$ cat config.mk
export PLATFORM = sky130hd
export DESIGN_NAME = pnp_isolation
export DESIGN_NICKNAME = d
export VERILOG_FILES = /design/src/rtl/pnp_isolation.sv
export SDC_FILE = /design/constraint.sdc
export NUM_CORES = 1
export LEC_CHECK = 0
export BUFFER_PORTS_ARGS = -buffer_cell sky130_fd_sc_hd__buf_2
export CORE_AREA = 2 2 73 75
export CTS_CLUSTER_SIZE = 28
export DETAILED_ROUTE_END_ITERATION = 7
export DIE_AREA = 0 0 75 77
export PLACE_DENSITY = 0.78
export SLEW_MARGIN = 20
export SYNTH_ARGS = -nofsm -noshare
export SYNTH_HDL_FRONTEND = slang
export SYNTH_SLANG_ARGS = --single-unit
$ cat constraint.sdc
create_clock -name clk -period 2.8 [get_ports clk]
set_input_delay 0.28 -clock clk [delete_from_list [all_inputs] [get_ports clk]]
set_output_delay 0.28 -clock clk [all_outputs]
set_load 0.02 [all_outputs]
$ cat src/rtl/pnp_isolation.sv
module pnp_isolation #(
  parameter logic [71:0] CARD_ID  = 72'hA5_3C_00_FF_81_7E_12_34_C9,
  parameter int          KEY_LEN  = 32,
  parameter logic [7:0]  KEY_SEED = 8'h6A
) (
  input  logic       clk,
  input  logic       rst_n,
  input  logic       addr_wr,
  input  logic       data_wr,
  input  logic [7:0] wdata,
  input  logic       rd_strobe,
  output logic [7:0] rdata,
  output logic       unlocked,
  output logic       isolating,
  output logic [7:0] rd_port_addr
);
  localparam int ID_BITS = 72;
  localparam int PW = $clog2(ID_BITS);
  localparam int KW = $clog2(KEY_LEN + 1);
  localparam logic [PW-1:0] LAST_BIT = PW'(ID_BITS - 1);
  localparam logic [KW-1:0] LAST_KEY = KW'(KEY_LEN - 1);
  localparam logic [7:0] IDX_RDPORT = 8'h00;
  localparam logic [7:0] IDX_ISO    = 8'h01;
  localparam logic [7:0] IDX_CTRL   = 8'h02;
  localparam logic [7:0] IDX_WAKE   = 8'h03;
  localparam logic [7:0] IDX_CARD   = 8'h06;

  function automatic logic [7:0] key_step(input logic [7:0] b);
    return {b[0] ^ b[1], b[7:1]};
  endfunction

  logic [7:0]    key_exp;
  logic [KW-1:0] key_cnt;
  logic [7:0]    reg_idx;
  logic [7:0]    card_num;
  logic [PW-1:0] bit_ptr;
  logic          half;

  wire iso_sel = isolating && (reg_idx == IDX_ISO);
  wire iso_rd  = rd_strobe && iso_sel;
  wire cur_bit = CARD_ID[bit_ptr];

  always_comb begin
    if (iso_sel)
      rdata = cur_bit ? (half ? 8'hAA : 8'h55) : 8'h00;
    else if (reg_idx == IDX_CARD)
      rdata = card_num;
    else
      rdata = 8'hFF;
  end

  always_ff @(posedge clk) begin
    if (!rst_n) begin
      unlocked     <= 1'b0;
      isolating    <= 1'b0;
      key_exp      <= KEY_SEED;
      key_cnt      <= '0;
      reg_idx      <= '0;
      rd_port_addr <= '0;
      card_num     <= '0;
      bit_ptr      <= '0;
      half         <= 1'b0;
    end else begin
      if (addr_wr) begin
        if (!unlocked) begin
          if (wdata == key_exp) begin
            if (key_cnt == LAST_KEY) begin
              unlocked <= 1'b1;
              key_cnt  <= '0;
              key_exp  <= KEY_SEED;
            end else begin
              key_cnt <= key_cnt + 1'b1;
              key_exp <= key_step(key_exp);
            end
          end else if (wdata == KEY_SEED) begin
            key_cnt <= KW'(1);
            key_exp <= key_step(KEY_SEED);
          end else begin
            key_cnt <= '0;
            key_exp <= KEY_SEED;
          end
        end else begin
          reg_idx <= wdata;
        end
      end

      if (iso_rd) begin
        half <= !half;
        if (half) begin
          if (bit_ptr == LAST_BIT) isolating <= 1'b0;
          else bit_ptr <= bit_ptr + 1'b1;
        end
      end

      if (data_wr && unlocked) begin
        case (reg_idx)
          IDX_RDPORT: rd_port_addr <= wdata;
          IDX_CARD:   card_num <= wdata;
          IDX_WAKE:
            if (wdata == 8'h00) begin
              isolating <= 1'b1;
              bit_ptr   <= '0;
              half      <= 1'b0;
            end
          IDX_CTRL:
            if (wdata[1]) begin
              unlocked  <= 1'b0;
              isolating <= 1'b0;
              reg_idx   <= '0;
              half      <= 1'b0;
            end
          default: ;
        endcase
      end
    end
  end
endmodule

==> impl_metrics.json, run 1 <==
{
  "antenna-diode-count": 0,
  "drt_iter0_drc": 200,
  "vdd_drop_max_v": 0.000376,
  "drive_above_1_share_pct": 18.5,
  "ant_nets": 0,
  "cts_hold_buf": 0,
  "htreeDepth": 2,
  "status": "finished, final reports clean",
  "hpwl_um": 4380,
  "synthFlopType": "dfxtp_1",
  "pwr-share-comb_pct": 5.3,
  "path_cells": "or4_4 > or4_4 > or4_4 > a21oi_4 > o311ai_1 > o22ai_1 > a31oi_1",
  "routed_via_density": 5.71,
  "gp_congestion": 0.973,
  "p_leak_nw": 1.13,
  "max_slew_margin_pct": 62.0,
  "die_height_um": 77,
  "antenna_found_initial": 0,
  "fin_cells": 410,
  "skew_ns": 0.0130,
  "cap_violations": 0,
  "critPathTopFamily": "simple AND/OR/NAND/NOR gates",
  "wire_per_inst_um": 14.9,
  "slowest_stage": "or4_4",
  "syn_avg_cell_area_um2": 8.29,
  "synth-seq-area-share_pct": 38.9,
  "die-area_um2": 5780,
  "grt_pass1_wl_um": 9780,
  "grt.total_usage_pct": 21.5,
  "grt_max_degree": 28,
  "critical_path_buf_inv_count": 0,
  "synth_edf_count": 0,
  "ys_seq_elements": 49,
  "core_um2": 4980,
  "rsz0062_at_grt": "no",
  "internal_power_uw": 1000,
  "clkPwrFrac_pct": 40.4,
  "numCtsBuffers": 5,
  "yosysTopAreaCellShare_pct": 38.9,
  "syn_nets": 321,
  "setup_viol": 0,
  "rows": 26,
  "post_cts.repair.setup_buffers": 0,
  "seqPwrFrac_pct": 54.3,
  "root_buffer": "clkbuf_8",
  "synthTopCellsByCount": "49 x dfxtp_1, 41 x nor2_1, 24 x a21oi_1, 24 x nand2_1, 20 x nand3_1",
  "min_period_ns": 2.66,
  "end_kind": "register",
  "vias": 2340,
  "post_cts_resized": 0,
  "yosysMostFrequentCell": "dfxtp_1",
  "slowest_delay_ns": 0.58,
  "switching_share_pct": 23.4,
  "fin_setup_tns_ns": 0,
  "ios": 31,
  "clock_latency_ns": 0.31,
  "crit_fanout": 6,
  "synthArstFlopShare_pct": 0,
  "synth_cell_types": 53,
  "portBuffers": 30,
  "synth_area_leaders": "dfxtp_1 39%, mux2i_1 7.1%, nor2_1 6.1%",
  "placed_cells_incl_taps": 402,
  "min_path_type": "in2reg",
  "power.density_nw_per_um2": 447,
  "firstDrtPassIters": 5,
  "yosysWarnings": 0,
  "wl_um": 6090,
  "nets": 356,
  "gr-total-overflow": 0,
  "yosys.area.top_type": "dfxtp_1",
  "tritoncts": "done",
  "p_switching_uw": 305,
  "slew_viol_final": 0,
  "drc": 0,
  "grt_pass1_vias": 2093,
  "clock.fmax_mhz": 376,
  "clk_pin_slew_worst_paths_ns": 0.10,
  "n_fill_cell": 452,
  "final.period_utilization_pct": 95.1,
  "clockBufferDepth": 2,
  "start_util_pct": 50.6,
  "syn_area_um2": 2520,
  "clock_sinks": 49,
  "worstSetupPathType": "reg2reg",
  "hold_violations": 0,
  "tightest_slew_ns": 0.565,
  "area_growth_pct": 15.8,
  "start_kind": "register",
  "synth_cells": 304,
  "crit_path_frequent_cell": "or4_4",
  "arrival_ns": 2.85,
  "critPathRequiredTime_ns": 2.99,
  "fp.dieW_um": 75
}
==> logic make-up after synthesis <==
family / Yosys count / share of synthesized area (%)
simple gates: 122 / 24.4
compound gates: 76 / 19.3
flops: 49 / 38.9
buf+inv: 22 / 3.62
mux: 19 / 7.60
xor+xnor: 12 / 4.17
fa+ha+maj: 4 / 1.99
==> through the flow <==
stage	cell area, um2	hold slack (ns)	power, mW	worst slack (ns)	utilization [%]
global placement	2780	0.446	0.792	0.149	55.8
finish	2920	0.184	1.31	0.138	58.6
floorplan	2520	0.356	0.762	0.203	-
global route	2920	0.182	1.35	0.00886	58.6
detailed placement	2780	0.457	0.793	0.0734	55.8
CTS	2900	0.180	1.31	0.0624	58.2
==> cell usage in the layout, fill, tap and decap left out, types with 3 or more instances in the layout <==
cell      synthesis  routed
dfxtp_1          49      49
nor2_1           41      41
buf_2             1      30
nand2_1          24      24
a21oi_1          24      24
nand3_1          20      20
mux2i_1          18      18
o21ai_0          17      17
inv_1            10      10
xnor2_1          10      10
buf_4             0      10
o21a_1            9       9
a31oi_1           5       5
clkbuf_8          0       5
nor3_1            4       4
ha_1              4       4
or4_4             3       3
nand3b_1          3       3
nand2b_1          3       3
nand4_1           3       3
==> layer usage <==
layer  up-vias  part of all wire [%]  global-route usage, %
li1       1162                     -                      -
met1      1099                    47                   30.9
met2        75                    47                   32.4
met3         4                   6.0                   4.86
met4         0                  0.61                   5.36
met5         -                     0                      0
==> power by group through the flow <==
stage	registers (mW)	clock network (mW)	logic, mW
floorplan	0.723	0	0.0390
global placement	0.724	0	0.0681
detailed placement	0.724	0	0.0684
CTS	0.708	0.537	0.0692
global route	0.709	0.564	0.0767
finish	0.708	0.527	0.0696
==> flip-flops by register name, summed over array words and instances (netlist names) <==
register      flops
card_num          8
key_exp           8
rd_port_addr      8
reg_idx           8
bit_ptr           7
key_cnt           6
cur_bit           1
half              1
isolating         1
unlocked          1
==> area by class of cell <==
| cell class | instances | area, um2 | share of cell area [%] |
|---|---|---|---|
| Multi-Input combinational cell | 233 | 1470 | 50.4 |
| Sequential cell | 49 | 981 | 33.6 |
| Timing Repair Buffer | 40 | 225 | 7.72 |
| Tap cell | 70 | 87.6 | 3.00 |
| Clock buffer | 5 | 68.8 | 2.36 |
| Clock inverter | 3 | 47.5 | 1.63 |
| Inverter | 10 | 37.5 | 1.29 |
==> worst paths after layout <==
check,startpoint,endpoint,slack [ns],cells after the start
hold / removal,rst_n,key_exp[5],0.18,2
setup / recovery,reg_idx[3],cur_bit,0.14,7
setup reg to reg,reg_idx[3],cur_bit,0.14,7
hold reg to reg,reg_idx[3],reg_idx[3],0.47,2
No activity file was read; power rests on OpenSTA's default activity.
==> run 2, diff against run 1 <==
- CORE_AREA: 2 2 73 75 -> 2 2 72 74
- CTS_BUF_LIST: not set -> sky130_fd_sc_hd__clkbuf_4 sky130_fd_sc_hd__clkbuf_8
- DIE_AREA: 0 0 75 77 -> 0 0 74 76
- PLACE_DENSITY: 0.78 -> 0.8
- RECOVER_POWER: not set -> 100
==> run 2 against run 1 <==
Against the previous run: die area decreased by 2.6%; largest cell class unchanged; critical path depth increased by 3; sequential power about the same; register-to-register slack got worse by 0.09 ns; highest routed layer unchanged.
==> impl_metrics.json, run 2 (synthesized netlist as in run 1, its figures left out) <==
{
  "met3_usage_pct": 3.70,
  "start_util_pct": 51.3,
  "r2r_slack_ns": 0.05,
  "clockBufferDepth": 2,
  "hold_ws_ns": 0.190,
  "antenna-diode-count": 0,
  "portBuffers": 30,
  "ios": 31,
  "drt_iter0_drc": 169,
  "die-area_um2": 5620,
  "die_height_um": 76,
  "skew_ns": 0.0111,
  "nets": 362,
  "clk_pin_slew_worst_paths_ns": 0.10,
  "power_mw": 1.32,
  "clock_sinks": 49,
  "cap_violations": 0,
  "wire_per_inst_um": 15.4,
  "power.density_nw_per_um2": 444,
  "slew_viol_final": 0,
  "fp.dieW_um": 74,
  "placed_cell_area_um2": 2780,
  "n_fill_cell": 410,
  "gr-total-overflow": 0,
  "fin_cells": 416,
  "cts_hold_buf": 0,
  "root_buffer": "clkbuf_8",
  "clock.fmax_mhz": 364,
  "drc": 0,
  "fin_setup_tns_ns": 0,
  "start_kind": "register",
  "hpwl_um": 4460,
  "critPathRequiredTime_ns": 2.98,
  "routed_via_density": 5.85,
  "clock_latency_ns": 0.31,
  "setup_viol": 0,
  "grt_util_met2_pct": 34.4,
  "final.period_utilization_pct": 98.2,
  "vdd_drop_max_v": 0.000350,
  "hold_violations": 0,
  "p_leak_nw": 1.12,
  "grt_pass1_wl_um": 10000,
  "max_slew_margin_pct": 64.3,
  "crit_fanout": 4,
  "min_path_type": "in2reg",
  "core_um2": 4910,
  "layout_common_cells": "49 x dfxtp_1, 41 x nor2_1, 24 x nand2_1, 24 x a21oi_1",
  "end_kind": "register",
  "ant_nets": 0,
  "grt.busiest_layer": "met2",
  "arrival_ns": 2.93,
  "final_area_um2": 2970,
  "area_growth_pct": 17.8,
  "wl_um": 6430,
  "htreeDepth": 2,
  "placed_cells_incl_taps": 402,
  "grt_max_degree": 29,
  "vias": 2434,
  "grt_pass1_vias": 2186,
  "status": "finished, final reports clean",
  "grt_use_met1_pct": 31.0,
  "firstDrtPassIters": 4,
  "tritoncts": "done",
  "numCtsBuffers": 5,
  "final_common_cell": "dfxtp_1",
  "rows": 26,
  "drive_above_1_share_pct": 18.2,
  "gp_congestion": 0.955,
  "antenna_found_initial": 0,
  "min_period_ns": 2.75,
  "tightest_slew_ns": 0.534,
  "worstSetupPathType": "reg2reg",
  "grt.total_usage_pct": 22.3
}
## run 2: cell count changes in the layout (fill, tap and decap cells not counted), sizes merged
cell,change
clkbuf,+10
buf,-4
clkinvlp,+1
inv,-1
## run 2: critical path, cell delays in order (launching register included)
cell and delay (ns):
dfxtp_1 0.34, or4b_2 0.73, or2_1 0.26, and2_1 0.18, xnor2_2 0.16, nor2_1 0.16
inv_1 0.06, ha_1 0.27, o21bai_1 0.09, a311oi_2 0.26, a31oi_1 0.11
## run 2: cell type report
| type | instances | area, um2 | share of cell area, % |
|---|---|---|---|
| Clock buffer | 5 | 68.8 | 2.32 |
| Clock inverter | 3 | 48.8 | 1.64 |
| Inverter | 10 | 37.5 | 1.26 |
| Sequential cell | 49 | 981 | 33.1 |
| Timing Repair Buffer | 46 | 258 | 8.68 |
| Multi-Input combinational cell | 233 | 1490 | 50.1 |
| Tap cell | 70 | 87.6 | 2.95 |
## run 2: path summary, 6_finish.rpt
kind                            startpoint         end  depth (start not counted)
worst max-delay path            bit_ptr[5]     cur_bit                         10
worst min-delay path                 rst_n  key_exp[5]                          2
worst max register to register  bit_ptr[5]     cur_bit                         10
worst min register to register  reg_idx[4]  reg_idx[4]                          2
## run 2: through the flow
stage | setup WS (ns) | utilization [%]
2_1_floorplan | 0.203 | -
3_3_place_gp | 0.187 | 56.6
3_5_place_dp | 0.137 | 56.6
4_1_cts | 0.107 | 59.0
5_1_grt | -0.0366 | 60.4
6_report | 0.0499 | 60.4
## run 2: routing by layer
metal	routed length, um	vias up
met1	2940	1156
li1	-	1178
met4	114	0
met3	326	13
met5	0	-
met2	3050	87
## run 2: timing repair
action | in CTS | in global routing
resized for setup | 0 | 8
setup buffers | 0 | 6
endpoints found under the setup margin | 0 | 1
## run 2: power by group
group	internal, mW	switching (mW)
combinational	0.0285	0.0470
clock	0.272	0.261
sequential	0.702	0.00560
total	1.00	0.313
==> run 3, diff against run 2 <==
- PLACE_DENSITY: 0.8 -> 0.84
- SLEW_MARGIN: 20 -> not set
==> run 3 against run 2 <==
Against the previous run: maximum frequency rose by 2.1%; core utilization fell by 1.9 points; clock power fell by 22%; cell count fell by 1.9%; wire length fell by 5.5%; worst setup slack improved by 0.058 ns; clock skew rose by 0.0053 ns; count of clock-buffer cells in the layout did not move; sequential power barely moved; critical path type unchanged; global-route usage fell by 0.49 points; critical path depth fell by 2.
==> impl_metrics.json, run 3 (synthesized netlist as in run 1, its figures left out) <==
{
  "status": "finished, final reports clean",
  "grt.total_usage_pct": 21.8,
  "min_path_type": "in2reg",
  "final.period_utilization_pct": 96.2,
  "wire_per_inst_um": 14.9,
  "core_um2": 4910,
  "slowest_stage": "or4_4",
  "start_kind": "register",
  "slew_viol_final": 0,
  "fp.dieW_um": 74,
  "ios": 31,
  "gp_congestion": 0.906,
  "p_leak_nw": 1.06,
  "die_height_um": 76,
  "min_period_ns": 2.69,
  "nets": 355,
  "skew_ns": 0.0164,
  "clock_sinks": 49,
  "endpoint": "cur_bit",
  "utilization_pct": 58.5,
  "setup_viol": 0,
  "arrival_ns": 2.87,
  "clock_latency_ns": 0.31,
  "r2r_cells": 8,
  "cp_num_cells": 8,
  "max_slew_margin_pct": 49.7,
  "clk_pin_slew_worst_paths_ns": 0.10,
  "ant_nets": 0,
  "grt_max_degree": 28,
  "tightest_slew_ns": 0.748,
  "place_worst_setup_slack_ns": 0.0490,
  "wl_um": 6070,
  "htreeDepth": 2,
  "routed_via_density": 5.79,
  "reg2reg_to": "cur_bit",
  "antenna-diode-count": 0,
  "crit_fanout": 6,
  "slowest_delay_ns": 0.57,
  "vdd_drop_max_v": 0.000285,
  "clockBufferDepth": 2,
  "end_kind": "register",
  "vias": 2363,
  "n_fill_cell": 441,
  "r2r_slack_ns": 0.11,
  "area_growth_pct": 14.1,
  "power.density_nw_per_um2": 415,
  "hpwl_um": 4260,
  "grt_pass1_wl_um": 9800,
  "root_buffer": "clkbuf_8",
  "r2r-start": "reg_idx[3]",
  "portBuffers": 30,
  "path_cells": "or4_4 > buf_4 > nor4_2 > mux2i_2 > a211oi_1 > o21bai_1 > a311oi_1 > a31oi_1",
  "rows": 26,
  "cap_violations": 0,
  "critPathTopFamily": "simple AND/OR/NAND/NOR gates",
  "die-area_um2": 5620,
  "start_util_pct": 51.3,
  "worstHoldStart": "rst_n",
  "critical_path_buf_inv_count": 1,
  "final_common_cell": "dfxtp_1",
  "antenna_found_initial": 0,
  "layout_common_cells": "47 x dfxtp_1, 41 x nor2_1, 24 x nand2_1, 24 x a21oi_1, 20 x nand3_1",
  "clock.fmax_mhz": 371,
  "critPathRequiredTime_ns": 2.98,
  "drc": 0,
  "grt_pass1_vias": 2090,
  "numCtsBuffers": 5,
  "startpoint": "reg_idx[3]",
  "final.setup.worst_slack_ns": 0.108,
  "gr-total-overflow": 0,
  "drive_above_1_share_pct": 14.5,
  "firstDrtPassIters": 7,
  "tritoncts": "done",
  "worstSetupPathType": "reg2reg",
  "drt_iter0_drc": 187,
  "hold_violations": 0
}
## run 3: worst min-delay path by stage
stage / slack, ns / cells past startpoint / endpoint
after floorplan: 0.36 / 1 / key_exp[5]
after global placement: 0.45 / 2 / reg_idx[3]
after detailed placement: 0.45 / 2 / reg_idx[4]
after CTS: 0.18 / 2 / key_exp[5]
after global routing: 0.21 / 2 / key_exp[5]
final: 0.19 / 2 / key_exp[5]
## run 3: worst reg2reg max path, stage by stage (launching register included)
cell and delay [ns]:
dfxtp_1 0.32, or4_4 0.57, buf_4 0.18, nor4_2 0.41, mux2i_2 0.41, a211oi_1 0.11, o21bai_1 0.18, a311oi_1 0.28
a31oi_1 0.12
## run 3: stage by stage
stage / hold slack, ns / instance area [um2] / total power [mW] / setup TNS, ns / cells
floorplan: 0.356 / 2520 / 0.762 / 0 / 304
detailed placement: 0.451 / 2760 / 0.791 / 0 / 399
global route: 0.208 / 2870 / 1.23 / -0.0352 / 408
CTS: 0.183 / 2840 / 1.19 / 0 / 406
finish: 0.193 / 2870 / 1.19 / 0 / 408
global placement: 0.445 / 2760 / 0.790 / 0 / 399
## run 3: layout make-up
class                           instances  area (um2)  share of cell area [%]
Tap cell                               70        87.6                    3.05
Multi-Input combinational cell        233        1480                    51.6
Inverter                               10        37.5                    1.31
Timing Repair Buffer                   39         196                    6.83
Clock buffer                            5        68.8                    2.39
Clock inverter                          2        16.3                   0.566
Sequential cell                        49         983                    34.2
## run 3: where the power goes
group          switching [mW]  internal, mW
sequential            0.00556         0.702
clock                   0.243         0.173
combinational          0.0444        0.0246
## run 3: what timing repair did
action                                  CTS  global route
endpoints found under the setup margin    0             1
resized for setup                         0            10
buffers inserted                          0             2
endpoints found under the hold margin     0             0
hold buffers                              0             0
## run 3: layer usage
layer	routed length [um]	global-route usage [%]	vias up
met5	0	0	-
met4	103	7.09	0
met3	353	4.50	13
met2	2790	33.5	85
met1	2830	30.4	1109
li1	-	-	1156
